==> config.mk <==
export PLATFORM = sky130hd
export DESIGN_NAME = cmpctl_top
export DESIGN_NICKNAME = d
export VERILOG_FILES = /design/src/rtl/cmpctl_pkg.sv /design/src/rtl/cmpctl_regs.sv /design/src/rtl/cmpctl_settle.sv /design/src/rtl/cmpctl_hold.sv /design/src/rtl/cmpctl_top.sv
export SDC_FILE = /design/constraint.sdc
export NUM_CORES = 1
export LEC_CHECK = 0
export ABC_AREA = 1
export BUFFER_PORTS_ARGS = -buffer_cell sky130_fd_sc_hd__buf_2
export CORE_MARGIN = 2
export CORE_UTILIZATION = 55
export DETAILED_ROUTE_END_ITERATION = 10
export HOLD_SLACK_MARGIN = 0.03
export PLACE_DENSITY_LB_ADDON = 0.12
export SLEW_MARGIN = 40
export SYNTH_ARGS = -nofsm -noshare
export SYNTH_HDL_FRONTEND = slang
export SYNTH_SLANG_ARGS = --single-unit
export TNS_END_PERCENT = 1
==> constraint.sdc <==
create_clock -name clk_i -period 2.35 [get_ports clk_i]
set_clock_uncertainty 0.1 [all_clocks]
set_input_delay 0.235 -clock clk_i [delete_from_list [all_inputs] [get_ports clk_i]]
set_output_delay 0.235 -clock clk_i [all_outputs]
set_load 0.1 [all_outputs]
==> src/rtl/cmpctl_pkg.sv <==
package cmpctl_pkg;
  localparam int unsigned CTL_W = 8;
  localparam int unsigned USR_W = 3;
  localparam int unsigned RSV_W = CTL_W - USR_W - 3;

  typedef struct packed {
    logic [RSV_W-1:0] rsvd;
    logic [USR_W-1:0] usr;
    logic             latch;
    logic             enable;
    logic             power;
  } ctl_reg_t;

  function automatic ctl_reg_t ctl_clean(input logic [CTL_W-1:0] raw);
    ctl_reg_t r;
    r      = ctl_reg_t'(raw);
    r.rsvd = '0;
    return r;
  endfunction
endpackage

==> src/rtl/cmpctl_regs.sv <==
module cmpctl_regs
  import cmpctl_pkg::*;
#(
  parameter logic [CTL_W-1:0] RESET_CTL = '0
) (
  input  logic             clk_i,
  input  logic             rst_ni,
  input  logic             we_i,
  input  logic [CTL_W-1:0] wdata_i,
  output logic [CTL_W-1:0] rdata_o,
  output logic             power_o,
  output logic             enable_o,
  output logic             latch_o
);
  localparam ctl_reg_t RST_VAL = ctl_clean(RESET_CTL);

  ctl_reg_t ctl_q;

  always_ff @(posedge clk_i or negedge rst_ni) begin
    if (!rst_ni)   ctl_q <= RST_VAL;
    else if (we_i) ctl_q <= ctl_clean(wdata_i);
  end

  assign rdata_o  = ctl_q;
  assign power_o  = ctl_q.power;
  assign enable_o = ctl_q.enable;
  assign latch_o  = ctl_q.latch;
endmodule

==> src/rtl/cmpctl_settle.sv <==
module cmpctl_settle #(
  parameter int unsigned SETTLE_CYCLES = 200
) (
  input  logic clk_i,
  input  logic rst_ni,
  input  logic active_i,
  output logic done_o
);
  generate
    if (SETTLE_CYCLES == 0) begin : g_bypass
      assign done_o = active_i;
    end else begin : g_count
      localparam int unsigned CW = $clog2(SETTLE_CYCLES + 1);
      localparam logic [CW-1:0] LOAD = CW'(SETTLE_CYCLES);
      logic [CW-1:0] cnt_q;

      // reload whenever inactive, so every activation restarts the delay
      always_ff @(posedge clk_i or negedge rst_ni) begin
        if (!rst_ni)             cnt_q <= LOAD;
        else if (!active_i)      cnt_q <= LOAD;
        else if (cnt_q != '0)    cnt_q <= cnt_q - 1'b1;
      end

      assign done_o = active_i && (cnt_q == '0);
    end
  endgenerate
endmodule

==> src/rtl/cmpctl_hold.sv <==
module cmpctl_hold (
  input  logic clk_i,
  input  logic rst_ni,
  input  logic latch_i,
  input  logic cmp_i,
  output logic sel_o
);
  logic latch_d_q;
  logic hold_q;
  logic latch_rise;

  assign latch_rise = latch_i && !latch_d_q;

  always_ff @(posedge clk_i or negedge rst_ni) begin
    if (!rst_ni) begin
      latch_d_q <= 1'b0;
      hold_q    <= 1'b0;
    end else begin
      latch_d_q <= latch_i;
      if (latch_rise) hold_q <= cmp_i;
    end
  end

  // in the rise cycle the live value is the one being captured
  assign sel_o = (latch_i && !latch_rise) ? hold_q : cmp_i;
endmodule

==> src/rtl/cmpctl_top.sv <==
module cmpctl_top
  import cmpctl_pkg::*;
#(
  parameter int unsigned      SETTLE_CYCLES = 200,
  parameter logic [CTL_W-1:0] RESET_CTL     = '0
) (
  input  logic             clk_i,
  input  logic             rst_ni,
  input  logic             ctl_we_i,
  input  logic [CTL_W-1:0] ctl_wdata_i,
  output logic [CTL_W-1:0] ctl_rdata_o,
  input  logic             cmp_raw_i,
  output logic             out_val_o,
  output logic             out_en_o
);
  logic power, enable, latch;
  logic active, settled, sel;
  logic val_q, en_q;

  cmpctl_regs #(.RESET_CTL(RESET_CTL)) u_regs (
    .clk_i    (clk_i),
    .rst_ni   (rst_ni),
    .we_i     (ctl_we_i),
    .wdata_i  (ctl_wdata_i),
    .rdata_o  (ctl_rdata_o),
    .power_o  (power),
    .enable_o (enable),
    .latch_o  (latch)
  );

  assign active = power && enable;

  cmpctl_settle #(.SETTLE_CYCLES(SETTLE_CYCLES)) u_settle (
    .clk_i    (clk_i),
    .rst_ni   (rst_ni),
    .active_i (active),
    .done_o   (settled)
  );

  cmpctl_hold u_hold (
    .clk_i   (clk_i),
    .rst_ni  (rst_ni),
    .latch_i (latch),
    .cmp_i   (cmp_raw_i),
    .sel_o   (sel)
  );

  always_ff @(posedge clk_i or negedge rst_ni) begin
    if (!rst_ni) begin
      val_q <= 1'b0;
      en_q  <= 1'b0;
    end else begin
      en_q  <= settled;
      val_q <= settled && sel;
    end
  end

  assign out_val_o = val_q;
  assign out_en_o  = en_q;
endmodule

==> run metrics, run 1 <==
routed via count=655; sequential fraction of the synthesis area=49.7%; Place WS=980 ps; nets@finish=129; Max H-tree Level=1; Synth Area in Compound Gates=5.34%; Critical Path RT=2020 ps; Die Height=44.8 um; CP Data Arrival Time=1150 ps; Initial Util=59.3%; largest net degree at the start of global routing=19; first-pass GRT wire length=2.53 mm; Antenna diodes=0; Net Switching=277 uW; vias in the first global route=611; global-route usage over all layers=17.3%; Final GP Congestion=0.821; clock transition at the registers of the reported paths=90 ps; clock buffer depth=2; cell-internal power=483 uW; R2R Setup Slk=960 ps; DRT Pass-1 Iters=4; Root Driver=clkbuf_4; die width=44.8 um; adder-cell share of the synthesized area=2.74%; Power Dens Cells=740 nW/um^2; switching portion of total power=36.4%; crit path capture type=primary output; slowest stage cell, crit path=buf_2; Final Power=761 uW; post-synth top area share=41.0%; ys flop type=dfrtp_1; Final period util=63.3%; mapped cell area=915 sq um; Synth area leaders=dfrtp_1 41%, dfstp_2 8.6%, mux2_2 6.2%, nand2_1 6.2%, nand3_1 6.0%; initial antenna violation count=0; Iter 0 DRT Violations=8; Antenna Nets Post-Route=0; worst setup margin=861 ps; Gates resized, CTS repair=0; critical-path cell list=buf_2; Crit Path Class=register to primary output; setup violators final=0; yosys warns=0; Max Clk Rate=672 MHz; port bufs=17; clock latency on the worst-skew pair=290 ps; CP bufs+invs=1; Yosys reg bits=18; TritonCTS buffer count=3; setup repair bufs after CTS=0; CTS tree=built; combinational share of power=28.4%; setup TNS=0 ps; crit-path leading delay family=buffers and inverters; EDFF count, synth=0; RSZ-0062 raised after global routing=false; drt wl/cell=10.9 um; Max FO, Critical Path=5; Inst Count DP=125; Syn Area/Cell=9.43 sq um; max-slew violation count=0; Clk network pwr share=24.7%; full die area=2010 sq um; Hold-fix buffers, CTS=1; Reg power frac=46.9%; drc violations=0; Layout Utilization=66.6%; simple-gate portion of the synthesized area=25.7%; outcome=complete, no violations; Area growth syn-to-layout=12.3%; Vias/cell=5.04; CTS sink cnt=18; kind of start point of the critical path=register; largest family of logic cells by synthesized area=simple AND/OR/NAND/NOR gates; Core ar.=1540 sq um; drt total wl=1.42 mm; Finished Layout Cells=130; CP max stage delay=450 ps; max_cap viols=0; FFs w/ async S/R, synth=100%; Hold/Removal Path Class=input pin to register; Post-Synth XOR/XNOR Area=0%; # rows=14; I/O Pins=22; fin crit period=1490 ps; LEAKAGE=0.521 nW; mux share of post-synthesis cell area=6.16%; Cell variety after synth=22; dominant cell type by area after synthesis=dfrtp_1; DP HPWL=1.14 mm; grt total ovfl=0; Mapped Cells=97; VDD IR-drop max=0.510 mV; layout cells sized above 1=37.7%; most frequent cells after synthesis=15 x dfrtp_1, 15 x nand2_1, 11 x nand3_1, 9 x nor2_1, 7 x inv_2; Final Hold Vio Count=0
## layout make-up
type / instances / area (sq um)
Fill cell: 128 / 514
Sequential cell: 18 / 454
Multi-Input combinational cell: 61 / 373
Timing Repair Buffer: 18 / 95.1
Inverter: 13 / 48.8
Clock buffer: 4 / 36.3
Tap cell: 16 / 20.0
## power by group through the flow
stage | registers (mW) | clock network (mW) | logic [mW]
after floorplan | 0.398 | 0 | 0.151
after detailed placement | 0.363 | 0 | 0.217
final | 0.357 | 0.188 | 0.216
after global routing | 0.361 | 0.202 | 0.235
after CTS | 0.357 | 0.192 | 0.219
after global placement | 0.362 | 0 | 0.213
## metrics by stage
step	hold slack, ps	cell area (sq um)
finish	57.2	1030
global route	56.1	1030
CTS	51.7	1030
detailed placement	80.6	981
global placement	81.1	981
floorplan	-161	918
## sequential cells by signal, summed over array words and instances (netlist names)
name,count
u_settle.g_count.cnt_q,8
u_regs.latch_o,1
u_regs.enable_o,1
u_regs.rdata_o,3
u_regs.power_o,1
out_val_o,1
out_en_o,1
u_hold.latch_d_q,1
u_hold.hold_q,1
## worst register-to-register path: stages, from the launching register on
cell,delay (ps)
dfrtp_1,370
inv_1,150
ha_1,180
nand2_1,80
nor2_4,130
nand3_4,120
inv_2,100
nor2_1,50
## path summary, 6_finish.rpt
check	from	end	cells after the start
setup / recovery	u_regs.latch_o	ctl_rdata_o[2]	1
hold / removal	ctl_wdata_i[2]	u_regs.latch_o	3
setup reg to reg	u_settle.g_count.cnt_q[0]	u_settle.g_count.cnt_q[5]	7
hold reg to reg	u_regs.latch_o	u_hold.latch_d_q	0
max in group asynchronous	rst_ni	u_settle.g_count.cnt_q[6]	2
min in group asynchronous	rst_ni	u_regs.enable_o	2
## kinds of logic after synthesis
family                   Yosys count
multiplexers                       5
buffers and inverters             19
adder cells (fa/ha/maj)            2
other                              1
AO/OA/AOI/OAI                      9
AND/OR/NAND/NOR                   43
flip-flops                        18
## metal layers
layer  track usage (%)  routed length [um]  vias to the layer above
met5                 0                   0                        -
met4              5.29                  10                        0
met3              2.40                  65                        2
met2              29.3                 675                       17
met1              23.3                 671                      300
li1                  -                   -                      336
## cells in the final DEF, fill, tap and decap left out, drive strengths merged
cell and count:
dfrtp 15, inv 13, nand3 12, ha 2
mux2 5, nand2 17, clkbuf 4, nor2 12
conb 2, buf 17, o21ai 7, nand4 2
dfstp 3, dlygate4sd3 1, a21oi 2
Note: power is estimated with default switching activity, not from simulation.
==> run 2, diff against run 1 <==
--- a/config.mk
+++ b/config.mk
@@ -7,8 +7,9 @@
 export LEC_CHECK = 0
 export ABC_AREA = 1
 export BUFFER_PORTS_ARGS = -buffer_cell sky130_fd_sc_hd__buf_2
+export CORE_ASPECT_RATIO = 1.5
 export CORE_MARGIN = 2
-export CORE_UTILIZATION = 55
+export CORE_UTILIZATION = 46
 export DETAILED_ROUTE_END_ITERATION = 10
 export HOLD_SLACK_MARGIN = 0.03
 export PLACE_DENSITY_LB_ADDON = 0.12
==> constraint.sdc (replaced) <==
create_clock -name clk_i -period 1.3 [get_ports clk_i]
set_clock_uncertainty 0.1 [all_clocks]
set_input_delay 0.13 -clock clk_i [delete_from_list [all_inputs] [get_ports clk_i]]
set_output_delay 0.13 -clock clk_i [all_outputs]
set_load 0.1 [all_outputs]
==> run 2 against run 1 <==
  * Via count increased by 11%
  * Sequential power grew 84%
  * Combinational power rose by 140%
  * Register-to-register slack got worse by 980 ps
  * Critical endpoint is now u_settle.g_count.cnt_q[1]
  * Final area up 23%
  * The run now ends with negative setup slack left
  * Hold slack improved by 2.3 ps
  * Non-clock buffer count grew 15
  * Largest cell class unchanged
  * Sequential cell count unchanged
  * Total power up 97%
  * Routed wire length rose by 25%
  * Highest routed layer unchanged
==> run metrics, run 2 (same netlist as run 1, synthesis figures left out) <==
outcome=finished with violations (was complete, no violations); Max Clk Rate=756 MHz; port bufs=17 (unchanged); Antenna Nets Post-Route=0 (unchanged); TritonCTS buffer count=3 (unchanged); global-route usage over all layers=17.2% (was 17.3%); Area growth syn-to-layout=37.9% (was 12.3%); clock transition at the registers of the reported paths=90 ps (about the same); max-slew violation count=0 (unchanged); Final period util=102%; worst setup margin=-22.8 ps (was 861 ps); first-pass GRT wire length=2.75 mm (was 2.53 mm); initial antenna violation count=0 (unchanged); max reg flops=8 (unchanged); fin crit period=1320 ps; setup TNS=-33.5 ps (was 0 ps); grt total ovfl=0 (unchanged); routed via count=730 (was 655); Max H-tree Level=1 (unchanged); slowest stage cell, crit path=dfrtp_1 (was buf_2); violations in the final reports=negative setup slack; DP HPWL=1.32 mm (was 1.14 mm); drt total wl=1.78 mm (was 1.42 mm); I/O Pins=22 (unchanged); drt wl/cell=11.9 um (was 10.9 um); VDD IR-drop max=0.829 mV (was 0.510 mV); vias in the first global route=720 (was 611); CTS tree=built (unchanged); combinational share of power=34.3% (was 28.4%); DP Area=1090 sq um (was 981 sq um); Max FO, Critical Path=5 (unchanged); Final GP Congestion=0.682 (was 0.821); critical-path cell list=inv_2 > ha_4 > nand2_4 > nor2_4 > nand3_4 > nand2_2 > o21ai_2 (was buf_2); Antenna diodes=0 (unchanged); drc violations=0 (unchanged); clock latency on the worst-skew pair=280 ps (was 290 ps); Final Power=1.50 mW (was 761 uW); CTS sink cnt=18 (unchanged); crit path capture type=register (was primary output); Hold/Removal Path Class=input pin to register (unchanged); register with the most flip-flops=u_settle.g_count.cnt_q (unchanged); cell-internal power=971 uW (was 483 uW); full die area=2370 sq um (was 2010 sq um); largest net degree at the start of global routing=19 (unchanged); CP Data Arrival Time=1410 ps (was 1150 ps); Iter 0 DRT Violations=12 (was 8); Layout Utilization=68.0% (was 66.6%); Net Switching=530 uW (was 277 uW); Die Height=58.6 um (was 44.8 um); CP max stage delay=390 ps (was 450 ps); Hold Slack=59.5 ps (was 57.2 ps); layout cells sized above 1=45.7% (was 37.7%); max_cap viols=0 (unchanged); die width=40.4 um (was 44.8 um); setup violators final=2 (was 0); Reg power frac=43.7% (was 46.9%); Final Hold Vio Count=0 (unchanged); switching portion of total power=35.3% (was 36.4%); crit-path leading delay family=simple AND/OR/NAND/NOR gates (was buffers and inverters); clock buffer depth=2 (unchanged); most common cell after layout, fill and taps aside=dfrtp_1 (was buf_2); Crit Path Class=register to register (was register to primary output); DRT Pass-1 Iters=4 (unchanged); Clk network pwr share=21.9% (was 24.7%); nets@finish=144 (was 129); # rows=19 (was 14); Initial Util=49.3% (was 59.3%); RSZ-0062 raised after global routing=true (was false); design area=1260 sq um (was 1030 sq um); commonest non-fill, non-tap cells in the layout=14 x dfrtp_1, 12 x nand2_1, 11 x nand3_1, 11 x buf_2, 10 x buf_4 (was 17 x buf_2, 15 x nand2_1, 15 x dfrtp_1); Power Dens Cells=1190 nW/um^2 (was 740 nW/um^2); kind of start point of the critical path=register (unchanged); Critical Path RT=1380 ps (was 2020 ps); Vias/cell=4.87 (was 5.04); Core ar.=1850 sq um (was 1540 sq um); LEAKAGE=0.619 nW (was 0.521 nW); CP bufs+invs=1 (unchanged); Root Driver=clkbuf_4 (unchanged)
run 2: cell count changes in the layout (fill, tap and decap cells not counted), sizes merged:
| cell | delta |
|---|---|
| buf | +8 |
| dlygate4sd3 | +7 |
run 2: final timing paths:
| path | startpoint | endpoint | slack (ps) | cells after the start |
|---|---|---|---|---|
| setup / recovery | u_settle.g_count.cnt_q[0] | u_settle.g_count.cnt_q[1] | -20 | 7 |
| min in group asynchronous | rst_ni | u_regs.enable_o | 230 | 2 |
| hold / removal | ctl_we_i | u_regs.latch_o | 60 | 2 |
| hold reg to reg | u_hold.hold_q | u_hold.hold_q | 420 | 2 |
| max in group asynchronous | rst_ni | u_settle.g_count.cnt_q[3] | 550 | 2 |
| setup reg to reg | u_settle.g_count.cnt_q[0] | u_settle.g_count.cnt_q[1] | -20 | 7 |
run 2: timing repair:
action                                  CTS  global route
endpoints found under the hold margin    26             0
pin swaps                                 1             5
endpoints found under the setup margin    8             6
setup buffers                             0             3
hold buffers                              8             0
gates resized for setup                   5             8
run 2: power by group through the flow:
stage | Clock [mW] | Combinational [mW] | Sequential (mW)
floorplan | 0 | 0.272 | 0.720
global placement | 0 | 0.454 | 0.662
detailed placement | 0 | 0.464 | 0.666
CTS | 0.345 | 0.489 | 0.657
global route | 0.374 | 0.547 | 0.664
finish | 0.329 | 0.516 | 0.656
run 2: per-stage QoR:
step / setup slack, ps / cells
final: -22.8 / 150
after global routing: -83.8 / 150
after CTS: -8.36 / 147
after detailed placement: -48.2 / 135
after global placement: -16.8 / 135
after floorplan: -55.9 / 98
run 2: area by class of cell:
type                    count  area [sq um]
clock buffers               4          36.3
fillers                   140           593
inverters                  13          51.3
multi-input cells          61           402
flip-flops and latches     18           455
well taps                  21          26.3
repair buffers             33           290
run 2: per-layer routing:
| metal | up-vias | part of all wire (%) | GRT usage (%) |
|---|---|---|---|
| met1 | 350 | 37 | 17.6 |
| met4 | 0 | 0.96 | 10.0 |
| met5 | - | 0 | 0 |
| li1 | 368 | - | - |
| met3 | 2 | 2.4 | 1.13 |
| met2 | 10 | 60 | 31.3 |
==> run 3, diff against run 2 <==
--- a/config.mk
+++ b/config.mk
@@ -5,11 +5,9 @@
 export SDC_FILE = /design/constraint.sdc
 export NUM_CORES = 1
 export LEC_CHECK = 0
-export ABC_AREA = 1
 export BUFFER_PORTS_ARGS = -buffer_cell sky130_fd_sc_hd__buf_2
-export CORE_ASPECT_RATIO = 1.5
-export CORE_MARGIN = 2
-export CORE_UTILIZATION = 46
+export CORE_MARGIN = 3
+export CORE_UTILIZATION = 45
 export DETAILED_ROUTE_END_ITERATION = 10
 export HOLD_SLACK_MARGIN = 0.03
 export PLACE_DENSITY_LB_ADDON = 0.12
==> run 3 against run 2 <==
  * Non-clock buffer count rose by 5
  * Largest cell class unchanged
  * First-iteration DRC count rose by 67%
  * Sequential cell count did not move
  * Total power rose by 5.2%
  * Final cell count fell by 7.3%
  * Hold slack improved by 44 ps
  * Die area rose by 4.6%
  * Worst setup slack got worse by 360 ps
  * Synthesized cell count fell by 21%
  * The flow still finishes with violations (negative setup slack)
  * Combinational power rose by 8.5%
==> run metrics, run 3 <==
Max H-tree Level=1 (unchanged); sequential fraction of the synthesis area=52.7% (was 49.7%); most common cell after layout, fill and taps aside=dfrtp_1 (unchanged); drt total wl=2.16 mm (was 1.78 mm); clock buffer depth=2 (unchanged); critical-path cell list=or4_4 > or4_4 > a21oi_2 (was inv_2 > ha_4 > nand2_4 > nor2_4 > nand3_4 > nand2_2 > o21ai_2); FILL cells=138 (was 140); outcome=finished with violations (unchanged); top-count cell post-synth=dfrtp_1; RSZ-0062 raised after global routing=true (unchanged); slowest stage cell, crit path=or4_4 (was dfrtp_1); CTS tree=built (unchanged); Synth area leaders=dfrtp_1 44%, dfstp_2 9.1%, mux2_2 9.1%, buf_4 4.4%, a21oi_1 2.9% (was dfrtp_1 41%, dfstp_2 8.6%, mux2_2 6.2%, nand2_1 6.2%, nand3_1 6.0%); Max Clk Rate=593 MHz (was 756 MHz); Final Power=1.58 mW (was 1.50 mW); Final GP Congestion=0.882 (was 0.682); Iter 0 DRT Violations=20 (was 12); max reg flops=8 (unchanged); nets@finish=129 (was 144); adder-cell share of the synthesized area=2.90% (was 2.74%); Reg-to-Reg End=u_settle.g_count.cnt_q[5] (was u_settle.g_count.cnt_q[1]); drt wl/cell=15.5 um (was 11.9 um); worst setup path startpoint=u_settle.g_count.cnt_q[0] (unchanged); Crit Path Class=register to register (unchanged); post-synth top area share=43.5% (was 41.0%); FFs w/ async S/R, synth=100% (unchanged); register with the most flip-flops=u_settle.g_count.cnt_q (unchanged); port bufs=17 (unchanged); worst setup margin=-387 ps (was -22.8 ps); Core ar.=1760 sq um (was 1850 sq um); Post-Synth XOR/XNOR Area=0% (unchanged); violations in the final reports=negative setup slack (unchanged); DP HPWL=1.28 mm (was 1.32 mm); TritonCTS buffer count=3 (unchanged); initial antenna violation count=0 (unchanged); worst reg-to-reg path cell count=3 (was 7); EDFF count, synth=0 (unchanged); simple-gate portion of the synthesized area=17.6% (was 25.7%); max-slew violation count=0 (unchanged); Mapped Cells=77 (was 97); Power Dens Cells=1200 nW/um^2 (was 1190 nW/um^2); Initial Util=48.9% (was 49.3%); vias in the first global route=815 (was 720); Yosys reg bits=18 (unchanged); stages on the worst setup path=3 (was 7); Vias/cell=5.27 (was 4.87); DRT Pass-1 Iters=4 (unchanged); Synth Area in Compound Gates=9.58% (was 5.34%); Place WS=-346 ps (was -48.2 ps); grt total ovfl=0 (unchanged); Final period util=130% (was 102%); Critical Path RT=1430 ps (was 1380 ps); Antenna diodes=0 (unchanged); clock transition at the registers of the reported paths=110 ps (was 90 ps); # rows=15 (was 19); CP max stage delay=530 ps (was 390 ps); mux share of post-synthesis cell area=10.3% (was 6.16%); Cell variety after synth=30 (was 22); Max FO, Critical Path=4 (was 5); kind of start point of the critical path=register (unchanged); Hold/Removal Path Class=input pin to register (unchanged); setup violators final=10 (was 2); CTS sink cnt=18 (unchanged); fin crit period=1690 ps (was 1320 ps); Syn Area/Cell=11.2 sq um (was 9.43 sq um); largest net degree at the start of global routing=19 (unchanged); Die Height=49.8 um (was 58.6 um); max_cap viols=0 (unchanged); most frequent cells after synthesis=15 x dfrtp_1, 7 x mux2_2, 5 x a21oi_1, 5 x buf_4, 5 x nor3_1 (was 15 x dfrtp_1, 15 x nand2_1, 11 x nand3_1, 9 x nor2_1, 7 x inv_2); layout cells sized above 1=50.9% (was 45.7%); worst reg2reg startpoint=u_settle.g_count.cnt_q[0] (unchanged); LEAKAGE=0.576 nW (was 0.619 nW); CP Data Arrival Time=1810 ps (was 1410 ps); Antenna Nets Post-Route=0 (unchanged); Area growth syn-to-layout=52.5% (was 37.9%); largest family of logic cells by synthesized area=simple AND/OR/NAND/NOR gates (unchanged); crit-path leading delay family=simple AND/OR/NAND/NOR gates (unchanged); ys flop type=dfrtp_1 (unchanged); Final Hold Vio Count=0 (unchanged); die width=49.8 um (was 40.4 um); yosys warns=0 (unchanged); global-route usage over all layers=18.9% (was 17.2%); Root Driver=clkbuf_4 (unchanged); drc violations=0 (unchanged); Setup crit end=u_settle.g_count.cnt_q[5] (was u_settle.g_count.cnt_q[1]); commonest non-fill, non-tap cells in the layout=15 x dfrtp_1, 12 x buf_4, 9 x buf_2 (was 14 x dfrtp_1, 12 x nand2_1, 11 x nand3_1, 11 x buf_2, 10 x buf_4); VDD IR-drop max=0.974 mV (was 0.829 mV); CP dominant cell by count=or4_4; CP bufs+invs=0 (was 1); full die area=2480 sq um (was 2370 sq um); crit path capture type=register (unchanged); R2R Setup Slk=-390 ps (was -20 ps); first-pass GRT wire length=3.55 mm (was 2.75 mm); routed via count=732 (was 730); dominant cell type by area after synthesis=dfrtp_1 (unchanged); mapped cell area=862 sq um (was 915 sq um); clock latency on the worst-skew pair=290 ps (was 280 ps); I/O Pins=22 (unchanged)
[run 3: cell count changes after synthesis, moves of 3 or more]
cell | previous run | this run
nor2_1 | 9 | 3
nor3_1 | 0 | 5
nand2_1 | 15 | 3
a21oi_1 | 1 | 5
o21ai_1 | 3 | 0
inv_2 | 7 | 0
nand3_1 | 11 | 1
or4_1 | 0 | 3
[run 3: power breakdown]
part	internal, mW	switching (mW)	total, mW
sequential	0.613	0.0523	0.666
clock	0.171	0.183	0.354
combinational	0.248	0.313	0.560
total	1.03	0.548	1.58
[run 3: layer usage]
metal	vias to the layer above	GRT usage (%)	routed length (um)
li1	345	-	-
met4	0	9.22	50
met3	6	2.72	58
met1	360	21.6	862
met5	-	0	0
met2	21	33.9	1190
[run 3: worst min path at each step]
stage | startpoint | end | depth (start not counted)
after floorplan | rst_ni | out_en_o | 0
after detailed placement | rst_ni | u_hold.latch_d_q | 1
after CTS | ctl_we_i | u_regs.rdata_o[5] | 2
after global placement | rst_ni | u_hold.hold_q | 1
after global routing | ctl_we_i | u_regs.rdata_o[5] | 2
final | ctl_we_i | u_regs.power_o | 2
[run 3: timing repair]
item / CTS / global route
setup endpoints to repair: 10 / 12
buffers inserted: 0 / 1
endpoints found under the hold margin: 25 / 0
pin swaps: 0 / 0
resized for setup: 5 / 12
hold buffers: 8 / 0
[run 3: worst register-to-register path: cells and delay by family, from the launching register on]
| family | cells | cell delay, ps |
|---|---|---|
| flip-flops | 1 | 430 |
| AO/OA/AOI/OAI | 1 | 130 |
| AND/OR/NAND/NOR | 2 | 960 |
[run 3: cells by family (layout without fill, tap and decap cells)]
logic type / Yosys count / count (layout)
AOI/OAI and AO/OA: 13 / 13
adders and majority gates: 2 / 2
buffers and inverters: 10 / 46
DFF: 18 / 18
muxes: 8 / 8
other: 1 / 2
and+or+nand+nor: 25 / 25
[run 3: stage by stage]
stage	area, sq um	instances	hold WS, ps	TNS [ps]	util, %
finish	1320	139	103	-2530	74.5
global route	1320	139	105	-3220	74.5
CTS	1260	138	92.1	-2190	71.7
detailed placement	1120	126	-21.1	-2440	63.7
global placement	1120	126	-21.2	-2360	63.7
floorplan	868	78	-266	-1700	-
[run 3: cell type report]
| cell class | count | area [sq um] | area share [%] |
|---|---|---|---|
| timing repair buffer | 38 | 362 | 27.5 |
| sequential | 18 | 454 | 34.5 |
| clock buffer | 4 | 36.3 | 2.76 |
| tap | 25 | 31.3 | 2.38 |
| multi-input combinational | 50 | 417 | 31.7 |
| inverter | 4 | 15.0 | 1.14 |
